$ cat src/rtl/sem_gate_pkg.sv
package sem_gate_pkg;
  localparam int SEM_COUNT = 32;
  localparam int SEM_IDX_W = $clog2(SEM_COUNT);
  localparam int SEM_WIDTH = 32;

  localparam logic [7:0] WAIT_NONE = 8'h00;
  localparam logic [7:0] WAIT_GE   = 8'h04;
  localparam logic [7:0] UPD_NONE  = 8'h00;
  localparam logic [7:0] UPD_INC   = 8'h13;

  // little-endian block: lowest byte is the wait mode
  typedef struct packed {
    logic [31:0] value;
    logic [7:0]  updIdx;
    logic [7:0]  updMode;
    logic [7:0]  waitIdx;
    logic [7:0]  waitMode;
  } syncBlk_t;

  // strobes from control to the semaphore bank
  typedef struct packed {
    logic                 extEn;
    logic [SEM_IDX_W-1:0] extIdx;
    logic                 cplEn;
    logic [SEM_IDX_W-1:0] cplIdx;
  } incStrobe_t;
endpackage

$ cat src/rtl/sem_gate_bank.sv
module sem_gate_bank
  import sem_gate_pkg::*;
#(
  parameter int NUM_SEM = SEM_COUNT,
  parameter int SEM_W   = SEM_WIDTH,
  localparam int IDX_W  = $clog2(NUM_SEM)
) (
  input  logic             clk,
  input  logic             rst,
  input  incStrobe_t       strobes,
  input  logic [IDX_W-1:0] waitIdx,
  input  logic [IDX_W-1:0] rdIdx,
  output logic [SEM_W-1:0] waitSemVal,
  output logic [SEM_W-1:0] rdData
);
  logic [SEM_W-1:0] semReg [NUM_SEM];

  for (genvar i = 0; i < NUM_SEM; i++) begin : g_sem
    logic       extHit;
    logic       cplHit;
    logic [1:0] bump;

    assign extHit = strobes.extEn && (strobes.extIdx == IDX_W'(i));
    assign cplHit = strobes.cplEn && (strobes.cplIdx == IDX_W'(i));
    // both sources on one semaphore add together
    assign bump   = {1'b0, extHit} + {1'b0, cplHit};

    always_ff @(posedge clk) begin
      if (rst) semReg[i] <= '0;
      else     semReg[i] <= semReg[i] + SEM_W'(bump);
    end
  end

  assign waitSemVal = semReg[waitIdx];
  assign rdData     = semReg[rdIdx];
endmodule

$ cat src/rtl/sem_gate_ctrl.sv
module sem_gate_ctrl
  import sem_gate_pkg::*;
#(
  parameter int SEM_W = SEM_WIDTH,
  parameter int IDX_W = SEM_IDX_W
) (
  input  logic             clk,
  input  logic             rst,
  input  logic             inValid,
  output logic             inReady,
  input  logic [63:0]      inSync,
  output logic             outValid,
  input  logic             outReady,
  output logic [7:0]       outUpdMode,
  output logic [IDX_W-1:0] outUpdIdx,
  input  logic             doneValid,
  input  logic [7:0]       doneUpdMode,
  input  logic [IDX_W-1:0] doneUpdIdx,
  input  logic             extIncValid,
  input  logic [IDX_W-1:0] extIncIdx,
  input  logic [SEM_W-1:0] waitSemVal,
  output logic [IDX_W-1:0] waitIdx,
  output incStrobe_t       strobes,
  output logic             errFlag
);
  syncBlk_t blk;
  assign blk = syncBlk_t'(inSync);

  logic             held;
  logic [7:0]       hWaitMode;
  logic [IDX_W-1:0] hWaitIdx;
  logic [SEM_W-1:0] hWaitThr;
  logic [7:0]       hUpdMode;
  logic [IDX_W-1:0] hUpdIdx;

  logic accept, issue, waitOk, waitKnown, updKnown;
  logic [SEM_W-1:0] newThr;
  logic unusedIdxHi;

  assign unusedIdxHi = ^{blk.waitIdx[7:IDX_W], blk.updIdx[7:IDX_W]};

  assign inReady = !held;
  assign accept  = inValid && inReady;
  assign issue   = outValid && outReady;

  assign waitKnown = (blk.waitMode == WAIT_NONE) || (blk.waitMode == WAIT_GE);
  assign updKnown  = (blk.updMode == UPD_NONE) || (blk.updMode == UPD_INC);

  // a zero value waits for a nonzero semaphore
  assign newThr = (blk.value == '0) ? SEM_W'(1) : SEM_W'(blk.value);

  // unknown wait modes fall through as no wait
  assign waitOk   = (hWaitMode != WAIT_GE) || (waitSemVal >= hWaitThr);
  assign outValid = held && waitOk;

  always_ff @(posedge clk) begin
    if (rst) begin
      held      <= 1'b0;
      hWaitMode <= WAIT_NONE;
      hWaitIdx  <= '0;
      hWaitThr  <= '0;
      hUpdMode  <= UPD_NONE;
      hUpdIdx   <= '0;
      errFlag   <= 1'b0;
    end else begin
      errFlag <= accept && !(waitKnown && updKnown);
      if (issue) begin
        held <= 1'b0;
      end else if (accept) begin
        held      <= 1'b1;
        hWaitMode <= blk.waitMode;
        hWaitIdx  <= blk.waitIdx[IDX_W-1:0];
        hWaitThr  <= newThr;
        hUpdMode  <= blk.updMode;
        hUpdIdx   <= blk.updIdx[IDX_W-1:0];
      end
    end
  end

  assign waitIdx    = hWaitIdx;
  assign outUpdMode = hUpdMode;
  assign outUpdIdx  = hUpdIdx;

  always_comb begin
    strobes.extEn  = extIncValid;
    strobes.extIdx = extIncIdx;
    strobes.cplEn  = doneValid && (doneUpdMode == UPD_INC);
    strobes.cplIdx = doneUpdIdx;
  end
endmodule

$ cat src/rtl/sem_gate.sv
module sem_gate
  import sem_gate_pkg::*;
#(
  parameter int NUM_SEM = SEM_COUNT,
  parameter int SEM_W   = SEM_WIDTH,
  localparam int IDX_W  = $clog2(NUM_SEM)
) (
  input  logic             clk,
  input  logic             rst,
  input  logic             inValid,
  output logic             inReady,
  input  logic [63:0]      inSync,
  output logic             outValid,
  input  logic             outReady,
  output logic [7:0]       outUpdMode,
  output logic [IDX_W-1:0] outUpdIdx,
  input  logic             doneValid,
  input  logic [7:0]       doneUpdMode,
  input  logic [IDX_W-1:0] doneUpdIdx,
  input  logic             extIncValid,
  input  logic [IDX_W-1:0] extIncIdx,
  input  logic [IDX_W-1:0] rdIdx,
  output logic [SEM_W-1:0] rdData,
  output logic             errFlag
);
  incStrobe_t       strobes;
  logic [IDX_W-1:0] waitIdx;
  logic [SEM_W-1:0] waitSemVal;

  sem_gate_ctrl #(.SEM_W(SEM_W), .IDX_W(IDX_W)) u_ctrl (
    .clk(clk), .rst(rst),
    .inValid(inValid), .inReady(inReady), .inSync(inSync),
    .outValid(outValid), .outReady(outReady),
    .outUpdMode(outUpdMode), .outUpdIdx(outUpdIdx),
    .doneValid(doneValid), .doneUpdMode(doneUpdMode), .doneUpdIdx(doneUpdIdx),
    .extIncValid(extIncValid), .extIncIdx(extIncIdx),
    .waitSemVal(waitSemVal), .waitIdx(waitIdx),
    .strobes(strobes), .errFlag(errFlag)
  );

  sem_gate_bank #(.NUM_SEM(NUM_SEM), .SEM_W(SEM_W)) u_bank (
    .clk(clk), .rst(rst),
    .strobes(strobes), .waitIdx(waitIdx), .rdIdx(rdIdx),
    .waitSemVal(waitSemVal), .rdData(rdData)
  );
endmodule

$ cat config.mk
export PLATFORM = sky130hd
export DESIGN_NAME = sem_gate
export DESIGN_NICKNAME = d
export VERILOG_FILES = /design/src/rtl/sem_gate_pkg.sv /design/src/rtl/sem_gate_bank.sv /design/src/rtl/sem_gate_ctrl.sv /design/src/rtl/sem_gate.sv
export SDC_FILE = /design/constraint.sdc
export NUM_CORES = 2
export LEC_CHECK = 0
export BUFFER_PORTS_ARGS = -buffer_cell sky130_fd_sc_hd__buf_2
export CAP_MARGIN = 30
export CORE_MARGIN = 2
export CORE_UTILIZATION = 45
export CTS_CLUSTER_DIAMETER = 30
export DETAILED_ROUTE_END_ITERATION = 8
export PLACE_DENSITY = 0.69
export RECOVER_POWER = 25
export SYNTH_ARGS = -nofsm -noshare
export SYNTH_HDL_FRONTEND = slang
export SYNTH_SLANG_ARGS = --single-unit
$ cat constraint.sdc
create_clock -name clk -period 7.7 [get_ports clk]
set_input_delay 0.77 -clock clk [delete_from_list [all_inputs] [get_ports clk]]
set_output_delay 0.77 -clock clk [all_outputs]
set_load 0.05 [all_outputs]
==> out/results.ini <==
[cts]
clk_path_buf_depth=4
tritoncts_clock_tree=done
cts.sinks=1089
cts_resized=0
cts.repair_timing.setup_buffer_count=0
cts-buffers-inserted=286
clock_latency_ns=0.89
ctsHoldBuffers=0
clk_transition_reported_paths_ns=0.05
clockRootBuffer=sky130_fd_sc_hd__clkbuf_16
cts.htree.levels=5

[synthesis]
postSynthNetCount=6699
post_synth.cell_area_avg_um2=9.878
netlist_area_mm2=0.06431
synth_top_area_cell=sky130_fd_sc_hd__dfxtp_1
ys_async_sr_fraction_pct=0
leading_post_synthesis_cells_by_cell_area=sky130_fd_sc_hd__dfxtp_1 (34%), sky130_fd_sc_hd__mux4_2 (22%), sky130_fd_sc_hd__xor2_1 (5.9%)
synth_warnings=0
synth_flop_cell=sky130_fd_sc_hd__dfxtp_1
synth_cell_type_count=69
synth_seq_area_share_pct=33.90
synth-edff-count=0
postSynthCellCount=6510
postSynthRegisterBits=1089
netlist.area_leader.share_pct=33.90

[cells_and_area]
drive_above_1_share_pct=21.40
final_net_count=6832
layout.cells.most_common_list=sky130_fd_sc_hd__dfxtp_1 (1,085), sky130_fd_sc_hd__nor2_1 (954), sky130_fd_sc_hd__mux4_2 (638)
postLayoutCoreUtil_pct=54.03
synthToLayoutAreaGrowth_pct=19.10
mostFrequentLayoutCell=sky130_fd_sc_hd__dfxtp_1

[sta]
period_utilisation_layout_pct=85.14
report.final.slew_viol_count=59
timing_worst_slew_pin_value_ns=2.932
slew_headroom_pct=-95.48
achievable-frequency_ghz=0.1525
number_of_failing_hold_endpoints_at_the_final_stage=0
fin_skew_ns=0.06716
min_period_ns=6.556
timing.final.setup_violations=0
grt_setup_unrepaired=no
fin_tns_setup_ns=0

[worst_setup_path]
critical_path_start_type=flop
worst_path_dominant_cell_family=compound AO/OA/AOI/OAI gates
cp-end-kind=output pin
cpMostUsedCell=sky130_fd_sc_hd__mux4_2
worstSetupPathDepth=10
r2r_slack_ns=2.84
crit_arrival_ns=5.79
cp_slowest_stage_delay_ns=0.94
critical_path_cell_sequence=buf_12 > mux4_2 > mux4_2 > mux2_2 > ha_1 > a2111oi_0 > o32a_1 > a21boi_0 > o21a_1 > buf_2
crit_fanout=34
rr_worst_depth=9
cp.buffers_inverters=2
setup_cp_type=flop to output pin
cp.required_ns=6.93
cp_slowest_cell=sky130_fd_sc_hd__dfxtp_4
r2r_end=u_ctrl.held

[min_path]
min_path_type=input port to flop
hold_path_startpoint=inSync[28]
whs_endpoint=u_ctrl.outUpdIdx[4]
hold_path_depth=3

[route]
antenna_violating_nets_post_route=0
m1WireLength_mm=83.78
num_vias=54470
dr.pass1.iters=8
drc=0
wire_per_inst_um=23.10
vias_per_cell=6.232
detail_route.wirelength_mm=201.9
met3WireLength_mm=19.46
highest_routed_metal_layer=met5
routed-wl-met2_mm=88.49
detail_route.iter0.violations=6646

[run_status]
failed_checks=capacitance limit, slew limit
run_status=complete, but fails checks

[global_routing]
gr-total-overflow=0
grt_antenna_before_repair=9
grt_pass1_wl_mm=307.9
overall_routing_resource_usage_pct=27.17
vias_in_the_first_global_route=51110
maximum_number_of_pins_on_one_net_before_global_route_repair=215

[floorplan]
die-width_um=382.0
initial_core_util_pct=45.36
design.die.area_mm2=0.1459
rows=138
core_area_mm2=0.1418
pin_count=141
fp.dieH_um=382.0

[power_and_ir_drop]
power_leakage_uw=0.02637
p_per_area_mw_per_mm2=241.3
irDropWorstVdd_mv=0.1648

[job]
max_cap_violations=1

[placement]
dp_hpwl_mm=145.5
gpl.final_weighted_congestion=0.9342
io_buffers=134

report_power, final:
part	total [uW]	leakage, uW	internal (uW)	switching (uW)
sequential	5710	0.00878	5680	34.7
combinational	637	0.0128	228	409
clock	12100	0.00477	8530	3600
routing by layer:
layer / track usage [%] / up-vias
li1: - / 24210
met1: 37.99 / 26890
met2: 39.86 / 2825
met3: 5.690 / 541
met4: 13.50 / 4
met5: 0 / -
worst max-delay path by stage:
stage | startpoint | to
final | flop | outValid
after global routing | flop | outValid
after CTS | flop | outValid
after detailed placement | flop | outValid
after global placement | flop | outValid
after floorplan | flop | outValid
worst min-delay path, cell delays in order:
cell,delay [ns]
sky130_fd_sc_hd__buf_2,0.09
sky130_fd_sc_hd__nand2_1,0.04
sky130_fd_sc_hd__a21oi_1,0.05
through the flow:
stage	setup WS, ns	cell area (um2)	power (uW)	cells	hold slack, ns
2_1_floorplan	3.140	64310	6264	6510	0.4316
3_3_place_gp	2.094	66720	6435	8235	0.4374
3_5_place_dp	2.015	66750	6444	8240	0.4412
4_1_cts	1.058	76520	18550	8734	0.08486
5_1_grt	1.098	76580	18920	8739	0.1238
6_report	1.144	76590	18480	8740	0.1166
area by class of cell:
type,instances,area [um2]
fillers,11900,65170
repair buffers,227,1608
inverters,137,514.2
clock inverters,123,1634
diodes,1,2.502
well taps,1890,2365
multi-input cells,4902,40510
clock buffers,371,8140
flip-flops and latches,1089,21810
sequential cells by signal, indices dropped and copies added, names as in the netlist, named ones only:
| register | count |
|---|---|
| u_bank.semReg | 1024 |
| u_ctrl.errFlag | 1 |
| u_ctrl.hWaitMode | 8 |
| u_ctrl.hWaitThr | 32 |
| u_ctrl.held | 1 |
| u_ctrl.outUpdIdx | 5 |
| u_ctrl.outUpdMode | 8 |
| u_ctrl.waitIdx | 5 |
cell usage after synthesis, drive strengths merged, types with 2 or more instances:
master,count
a21bo,4
o21ai,115
a21oi,196
a21o,3
nand4b,5
or2,14
ha,64
nor3,151
nor4b,8
o21a,4
or4b,2
inv,137
nor2b,123
dfxtp,1089
and2,34
or3,97
nand2,443
nor2,954
or4,50
xnor2,344
buf,101
a31o,6
mux4,640
mux2,97
nand3b,7
nor3b,3
o31ai,24
and3,123
clkbuf,281
a31oi,2
nor4,135
fa,32
and4,118
xor2,431
nand4,274
nand3,363
nand2b,21
cell families (layout without fill, tap and decap cells):
logic type,count (synthesis),in the layout,share of synthesized area [%]
and+or+nand+nor,2928,2928,22.90
buffers and inverters,519,858,3.160
DFF,1089,1089,33.90
adders and majority gates,96,96,2.241
xor gates and xnor gates,775,775,10.56
muxes,738,738,24.14
other,0,1,0
AOI/OAI and AO/OA,365,365,3.096
(Power assumes the default switching activity.)
